**config.mk**
```make
export PLATFORM = sky130hd
export DESIGN_NAME = osd_strobe_decoder
export DESIGN_NICKNAME = d
export VERILOG_FILES = /design/src/rtl/osd_pkg.sv /design/src/rtl/osd_control.sv /design/src/rtl/osd_datapath.sv /design/src/rtl/osd_strobe_decoder.sv
export SDC_FILE = /design/constraint.sdc
export NUM_CORES = 1
export LEC_CHECK = 0
export ABC_AREA = 1
export ABC_CLOCK_PERIOD_IN_PS = 1600
export BUFFER_PORTS_ARGS = -buffer_cell sky130_fd_sc_hd__buf_2
export CORE_AREA = 2 2 39 41
export CTS_BUF_LIST = sky130_fd_sc_hd__clkbuf_8
export CTS_CLUSTER_DIAMETER = 50
export DETAILED_ROUTE_END_ITERATION = 10
export DIE_AREA = 0 0 41 43
export PLACE_DENSITY = 0.54
export SETUP_SLACK_MARGIN = 0.5
export SLEW_MARGIN = 10
export SYNTH_ARGS = -nofsm -noshare
export SYNTH_HDL_FRONTEND = slang
export SYNTH_SLANG_ARGS = --single-unit
```
**constraint.sdc**
```tcl
create_clock -name clk -period 1.6 [get_ports clk]
set_input_delay 0 -clock clk [delete_from_list [all_inputs] [get_ports clk]]
set_output_delay 0 -clock clk [all_outputs]
set_load 0.01 [all_outputs]
```
**src/rtl/osd_pkg.sv**
```systemverilog
package osd_pkg;

  // Active-high strobe set. The first member is the MSB of the packed form,
  // which fixes the output bit order (control register first, even buffer last).
  typedef struct packed {
    logic ctrlClk;
    logic startClk;
    logic iarClk;
    logic horWr;
    logic oddWr;
    logic evenWr;
  } strobe_t;

  localparam int NUM_STROBES = $bits(strobe_t);

endpackage

```
**src/rtl/osd_control.sv**
```systemverilog
module osd_control
  import osd_pkg::*;
#(
  parameter int ADDR_W     = 4,
  parameter int CODE_CTRL  = 0,
  parameter int CODE_START = 1,
  parameter int CODE_HOR   = 2,
  parameter int CODE_IAR   = 3,
  parameter int CODE_BUF   = 8
) (
  input  logic              clk,
  input  logic              rst_n,
  input  logic [ADDR_W-1:0] addr,
  input  logic              outMe,
  input  logic              edgeFeed,
  input  logic              ramFeed,
  input  logic              evenLine,
  output strobe_t           strobes
);

  localparam logic [ADDR_W-1:0] C_CTRL  = ADDR_W'(CODE_CTRL);
  localparam logic [ADDR_W-1:0] C_START = ADDR_W'(CODE_START);
  localparam logic [ADDR_W-1:0] C_HOR   = ADDR_W'(CODE_HOR);
  localparam logic [ADDR_W-1:0] C_IAR   = ADDR_W'(CODE_IAR);
  localparam logic [ADDR_W-1:0] C_BUF   = ADDR_W'(CODE_BUF);

  logic edgeGate;
  logic ramGate;
  logic isCtrl, isStart, isHor, isIar, isBuf;

  always_comb begin
    isCtrl  = (addr == C_CTRL);
    isStart = (addr == C_START);
    isHor   = (addr == C_HOR);
    isIar   = (addr == C_IAR);
    isBuf   = (addr == C_BUF);
  end

  assign edgeGate = outMe & edgeFeed;
  assign ramGate  = outMe & ramFeed;

  // Edge group: on the edge feed the buffer code doubles as the IAR load.
  always_comb begin
    strobes.ctrlClk  = edgeGate & isCtrl;
    strobes.startClk = edgeGate & isStart;
    strobes.iarClk   = edgeGate & (isIar | isBuf);
  end

  // RAM group: evenLine steers the buffer write.
  always_comb begin
    strobes.horWr  = ramGate & isHor;
    strobes.oddWr  = ramGate & isBuf & evenLine;
    strobes.evenWr = ramGate & isBuf & ~evenLine;
  end

  // flag low keeps every strobe quiet
  p_flag_gates_all_r5: assert property (@(posedge clk) disable iff (!rst_n)
    !outMe |-> (strobes == '0));

  // each feed owns its group
  p_edge_idle_r4: assert property (@(posedge clk) disable iff (!rst_n)
    !edgeFeed |-> !(strobes.ctrlClk | strobes.startClk | strobes.iarClk));

  p_ram_idle_r4: assert property (@(posedge clk) disable iff (!rst_n)
    !ramFeed |-> !(strobes.horWr | strobes.oddWr | strobes.evenWr));

  // at most one strobe per group
  p_edge_onehot_r13: assert property (@(posedge clk) disable iff (!rst_n)
    $onehot0({strobes.ctrlClk, strobes.startClk, strobes.iarClk}));

  p_ram_onehot_r13: assert property (@(posedge clk) disable iff (!rst_n)
    $onehot0({strobes.horWr, strobes.oddWr, strobes.evenWr}));

endmodule

```
**src/rtl/osd_datapath.sv**
```systemverilog
module osd_datapath
  import osd_pkg::*;
#(
  parameter int ADDR_W = 4,
  parameter int BUS_W  = 8
) (
  input  logic                   clk,
  input  logic                   rst_n,
  input  logic [BUS_W-1:0]       inBus,
  input  logic                   inSeqPulse,
  input  strobe_t                strobes,
  output logic [ADDR_W-1:0]      addrQ,
  output logic [NUM_STROBES-1:0] strobeN
);

  localparam logic [ADDR_W-1:0] RESET_CODE = '1;

  logic [ADDR_W-1:0] busLow;
  assign busLow = inBus[ADDR_W-1:0];

  generate
    if (BUS_W > ADDR_W) begin : g_hi
      logic unusedBusHi;
      assign unusedBusHi = ^inBus[BUS_W-1:ADDR_W];
    end
  endgenerate

  always_ff @(posedge clk or negedge rst_n) begin
    if (!rst_n)          addrQ <= RESET_CODE;
    else if (inSeqPulse) addrQ <= busLow;
  end

  assign strobeN = ~strobes;

  // capture on the pulse
  p_load_r2: assert property (@(posedge clk) disable iff (!rst_n)
    inSeqPulse |=> (addrQ == $past(busLow)));

  // hold without the pulse
  p_hold_r3: assert property (@(posedge clk) disable iff (!rst_n)
    !inSeqPulse |=> $stable(addrQ));

endmodule

```
**src/rtl/osd_strobe_decoder.sv**
```systemverilog
module osd_strobe_decoder
  import osd_pkg::*;
#(
  parameter int ADDR_W     = 4,
  parameter int BUS_W      = 8,
  parameter int CODE_CTRL  = 0,
  parameter int CODE_START = 1,
  parameter int CODE_HOR   = 2,
  parameter int CODE_IAR   = 3,
  parameter int CODE_BUF   = 8
) (
  input  logic             clk,
  input  logic             rst_n,
  input  logic [BUS_W-1:0] inBus,
  input  logic             inSeqPulse,
  input  logic             outMe,
  input  logic             edgeFeed,
  input  logic             ramFeed,
  input  logic             evenLine,
  output logic [5:0]       strobeN
);

  logic [ADDR_W-1:0]      addrQ;
  strobe_t                strobes;
  logic [NUM_STROBES-1:0] strobeVec;

  osd_datapath #(.ADDR_W(ADDR_W), .BUS_W(BUS_W)) dp_i (
    .clk(clk), .rst_n(rst_n), .inBus(inBus), .inSeqPulse(inSeqPulse),
    .strobes(strobes), .addrQ(addrQ), .strobeN(strobeVec)
  );

  osd_control #(
    .ADDR_W(ADDR_W), .CODE_CTRL(CODE_CTRL), .CODE_START(CODE_START),
    .CODE_HOR(CODE_HOR), .CODE_IAR(CODE_IAR), .CODE_BUF(CODE_BUF)
  ) ctl_i (
    .clk(clk), .rst_n(rst_n), .addr(addrQ), .outMe(outMe),
    .edgeFeed(edgeFeed), .ramFeed(ramFeed), .evenLine(evenLine),
    .strobes(strobes)
  );

  assign strobeN = strobeVec;

endmodule

```
; ---- Word-level counts from Yosys, hierarchy flattened
; Cells that the tools add are included.
[totals]
elab_cells = 18
in_bits = 15
register_bits = 4
output_inout_bits = 6
[classes]
n_bitwise = 12
eq_ne = 4
reduce_logical = 1
[ops]
columns = operator, n
row1 = 1-bit bitwise AND, 9
row2 = 4-bit by 2-bit == test with 1-bit output (second input constant), 2
row3 = 6-bit inverter, 1
row4 = 4-bit by 1-bit == test with 1-bit output (second input constant), 1
row5 = 4-bit == test (second input constant), 1
row6 = 4-bit logical NOT, 1
row7 = 1-bit inverter, 1
row8 = 1-bit bitwise OR, 1

; ---- Longest topological paths before layout
[depth]
word_depth = 4
mapped_depth = 5
depth_no_buf = 5

; ---- Cells and area by module
; Synthesis repeated with hierarchy kept, for this count alone.
[hier_totals]
hier_cells = 45
hier_area_um2 = 276.5
[by_module_without_submodules]
columns = module, cells_each, seq_area_each_um2, area_per_inst_um2, n_inst
row1 = osd_datapath, 23, 105.1, 176.4, 1
row2 = osd_control, 22, 0.0, 100.1, 1

; ---- Least setup slack after synthesis
; Ideal clock, no wire load.
[synth_timing]
path_type = register to output
from = register dp_i.addrQ[3]
to = output port strobeN[3]
arrival_time_ns = 0.840
setup_slack_ns = 0.760
required_time_ns = 1.600
stages_incl_launch_ff = 6
n_path_buf = 0
path_cell_list = dfstp_2 -> inv_1 -> nor2_2 -> nand2_1 -> nand2_1 -> nand2_1
[synth_via]
elab_chain_len = 4
elab_cells_between_ends = 5
cone_classes = 2 x eq/ne / 3 x bitwise
[synth_lines]
columns = item, line
row1 = "start, declared", osd_datapath.sv:12  ; output logic [ADDR_W-1:0] addrQ,
row2 = "start signal, assigned", osd_datapath.sv:30  ; else if (inSeqPulse) addrQ <= busLow;
row3 = 4-bit by 2-bit == test with 1-bit output / 4-bit == test (equally long branches), "osd_control.sv:35, osd_control.sv:36"
row4 = 1-bit bitwise OR (*), osd_control.sv:46  ; strobes.iarClk = edgeGate & (isIar | isBuf);
row5 = 1-bit bitwise AND (*), osd_control.sv:46
row6 = 6-bit inverter (*), osd_datapath.sv:33  ; assign strobeN = ~strobes;
row7 = "end, declared", osd_strobe_decoder.sv:20  ; output logic [5:0] strobeN
; Every way passes the cells marked *; elsewhere a longest branch is shown, timed or not.

; ---- Worst setup path in the final report
; Same ends and word-level chain as after synthesis.

==> impl.org <==
** Critical path
- Critical path capture point type :: primary output
- Startpoint type of the worst setup path :: register
- At the worst endpoint, the required time is 1600 ps.
- Endpoint arrival time on the critical path :: 1150 ps
- R2R setup slack :: 580 ps
- Type of the worst setup path :: register to primary output
- Reg2reg start :: dp_i.addrQ[3]$_DFFE_PN1P_
- The worst register-to-register path ends at dp_i.addrQ[3]$_DFFE_PN1P_.
- The number of cells on the worst reg-to-reg path is 4.
- In this run the worst path has a maximum fanout of 3.

** Cells and area
- In the final layout, the registers with the most flip-flops are dp_i.addrQ (4).
- The library cells used most frequently in the layout, excluding fill and tap cells, are 16 x buf_2, 11 x nand2_1, 7 x inv_1, 5 x dlygate4sd3_1.
- Final nets :: 79
- Layout cells sized above 1 :: 48.4%
- Cells fill 33.5% of the core in the end.
- Area used by sequential logic in the layout :: 105 sq um
- Count of non-filler cells in the finished layout :: 78
- dp_i.addrQ holds more flip-flops than any other register.
- From synthesis to final layout, the design area changed by 89.3%.
- Most frequent standard cell in the layout excluding fill and tap cells :: buf_2
- The repair_antennas step left the layout with diodes totalling 0.
- Number of flip-flops under the largest register name :: 4
- Number of fill cells :: 160
- Area occupied by multi-input gates :: 115 sq um

** Timing
- Highest achievable clock rate :: 0.866 GHz
- Setup repair after global routing missed its margin :: yes
- The max-slew violation count came to 0.
- Number of failing setup endpoints in the final timing report :: 0
- Adding up every negative setup slack in the final design gives 0 ps.
- Slew at the pin closest to its max-slew limit :: 149 ps
- The hold violation count in the final report was 0.
- Worst hold slack across all endpoints :: 28.9 ps
- Subtracting the final worst setup slack from the clock period gives 1150 ps.
- The final critical path takes up 72.2% of the cycle.
- Worst-case clock skew :: 0 ps
- Slew headroom :: 89.9%

** Global routing
- Antenna violations before repair :: 0
- Entering global routing, the biggest net connects 9 pins.
- In the global route stage, overall resource usage came out at 7.96%.
- The via count of the first global-routing pass is 248.
- Total congestion overflow :: 0
- The first global-routing pass estimated 862 um of wire.

** Floorplanning
- Starting utilization of the core area :: 17.7%
- Pin placement for this block handled 21 I/O pins.
- In this run the core area contains 14 standard-cell rows.
- The die is 41 um wide.
- The total area inside the core boundary comes to 0.00138 sq mm.
- Floorplan die area :: 0.00176 sq mm
- Overall die height :: 43 um

** Logic synthesis
- Unique masters post-synth :: 7
- Cell type contributing the most total cell area after synthesis :: dfstp_2
- Fraction of synthesized cell area taken by the top area cell type :: 42.9%
- Mean Syn Cell Area :: 7.01 sq um
- Top cells by area in the synthesized netlist :: dfstp_2 43%, nand2_1 17%, inv_1 12%
- After technology mapping, the gate count stands at 35.
- Number of synthesized register bits :: 4
- For this run, the register share of the synthesized area comes to 42.9%.
- Post-Syn Nets :: 50
- Netlist area before placement :: 245 sq um
- Yosys printed 0 warnings.

** Place
- # placed instances :: 67
- The congestion estimate from routability-driven global placement came to 0.558.
- Once detailed placement completed, the half-perimeter wirelength came to 448 um.
- During placement, the flow inserted port buffers numbering 16.

** Clock tree
- Insertion delay to the later sink of the worst-skew pair :: 220 ps
- Maximum buffer depth of the clock tree :: 2
- Num CTS Buffers :: 3
- TritonCTS built the clock tree.
- The clock net in this run drives a total of 4 sinks.
- Root Driver :: clkbuf_8
- CTS built an H-tree with a depth of 1.
- CTS clk-pin slew, worst paths :: 30 ps

** Power and ir drop
- The worst-case IR drop observed on VDD is 0.295 mV.
- LEAKAGE :: 0.235 nW
- Areal power density over the cells :: 884 mW/mm^2

** Routing
- The detail route stage leaves a number of antenna-violating nets equal to 0.
- Vias :: 300
- In the final routed layout, each cell accounts on average for 7.41 um.
- In the routed design, unresolved DRC markers number 0.
- In the routed layout, each cell is associated on average with a via count of 3.85.
- After the first detailed-routing iteration, the DRC count stood at 2.
- Final wirelength :: 578 um
- Router iterations before antenna repair :: 2

** Min path
- Launch point of the worst hold path :: inSeqPulse
- The path class of the tightest hold or removal check is input port to register.
- The path with the worst hold slack has its endpoint at dp_i.addrQ[3]$_DFFE_PN1P_.
- The worst hold path was traced through 2 stages.

** Run status
- Run status :: finished, final reports clean

** Run
- Max-cap violations in this run came to 0.
[worst max-delay path, cell delays in order, from the launching register on]
cell	delay (ps)
dfstp_2	520
inv_2	50
nor2_4	80
nand2_1	50
nand2_1	60
nand2_1	40
buf_2	130
[repair_timing]
action                     in CTS  in global routing
hold endpoints to repair        8                  0
setup endpoints to repair       3                  6
buffers inserted                2                  1
pin swaps                       1                  2
hold buffers                    5                  0
resized for setup               2                  0
[cell families after synthesis]
kind of cell	count (synthesis)	synth area share (%)
AND/OR/NAND/NOR	19	36.7
buffers and inverters	8	12.2
flip-flops	4	42.9
AO/OA/AOI/OAI	4	8.16
[through the flow]
stage | total power [W] | area (sq um) | worst slack (ps)
floorplan | 0.000155 | 245 | 760
global route | 0.000441 | 464 | 345
CTS | 0.000414 | 457 | 427
detailed placement | 0.000179 | 345 | 630
global placement | 0.000178 | 345 | 626
finish | 0.000410 | 464 | 445
[worst max path at each step]
stage	startpoint	end	slack, ps	depth (start not counted)
final	dp_i.addrQ[3]$_DFFE_PN1P_	strobeN[3]	450	6
after global routing	dp_i.addrQ[3]$_DFFE_PN1P_	strobeN[3]	350	6
after CTS	dp_i.addrQ[3]$_DFFE_PN1P_	strobeN[3]	430	6
after detailed placement	dp_i.addrQ[3]$_DFFE_PN1P_	strobeN[3]	630	6
after global placement	dp_i.addrQ[3]$_DFFE_PN1P_	strobeN[3]	630	6
after floorplan	dp_i.addrQ[3]$_DFFE_PN1P_	strobeN[3]	760	5
[per-layer routing]
layer  global-route usage, %  wire length, um  vias to the layer above
li1                        -                -                      166
met1                    7.79              259                      114
met2                    10.6              219                       18
met3                    3.14               82                        2
met4                    10.0               17                        0
met5                       0                0                        -
[cell usage after synthesis (all sizes together)]
cell type and number:
dfstp 4, inv 8, nand2 11, nand3 1
nand4 4, nor2 3, o21ai 4
[power by group]
| group | switching (W) | internal [W] | leakage (nW) |
|---|---|---|---|
| Sequential | 0.00000938 | 0.000118 | 0.0420 |
| Clock | 0.0000507 | 0.000160 | 0.0216 |
| Combinational | 0.0000334 | 0.0000383 | 0.171 |
| Total | 0.0000935 | 0.000317 | 0.235 |
[area by class of cell]
type / count / share of cell area (%)
repair buffers: 24 / 32.9
multi-input cells: 23 / 24.8
flip-flops and latches: 4 / 22.6
clock buffers: 3 / 8.89
inverters: 8 / 6.47
well taps: 16 / 4.31
No activity file was read; power rests on OpenSTA's default activity.
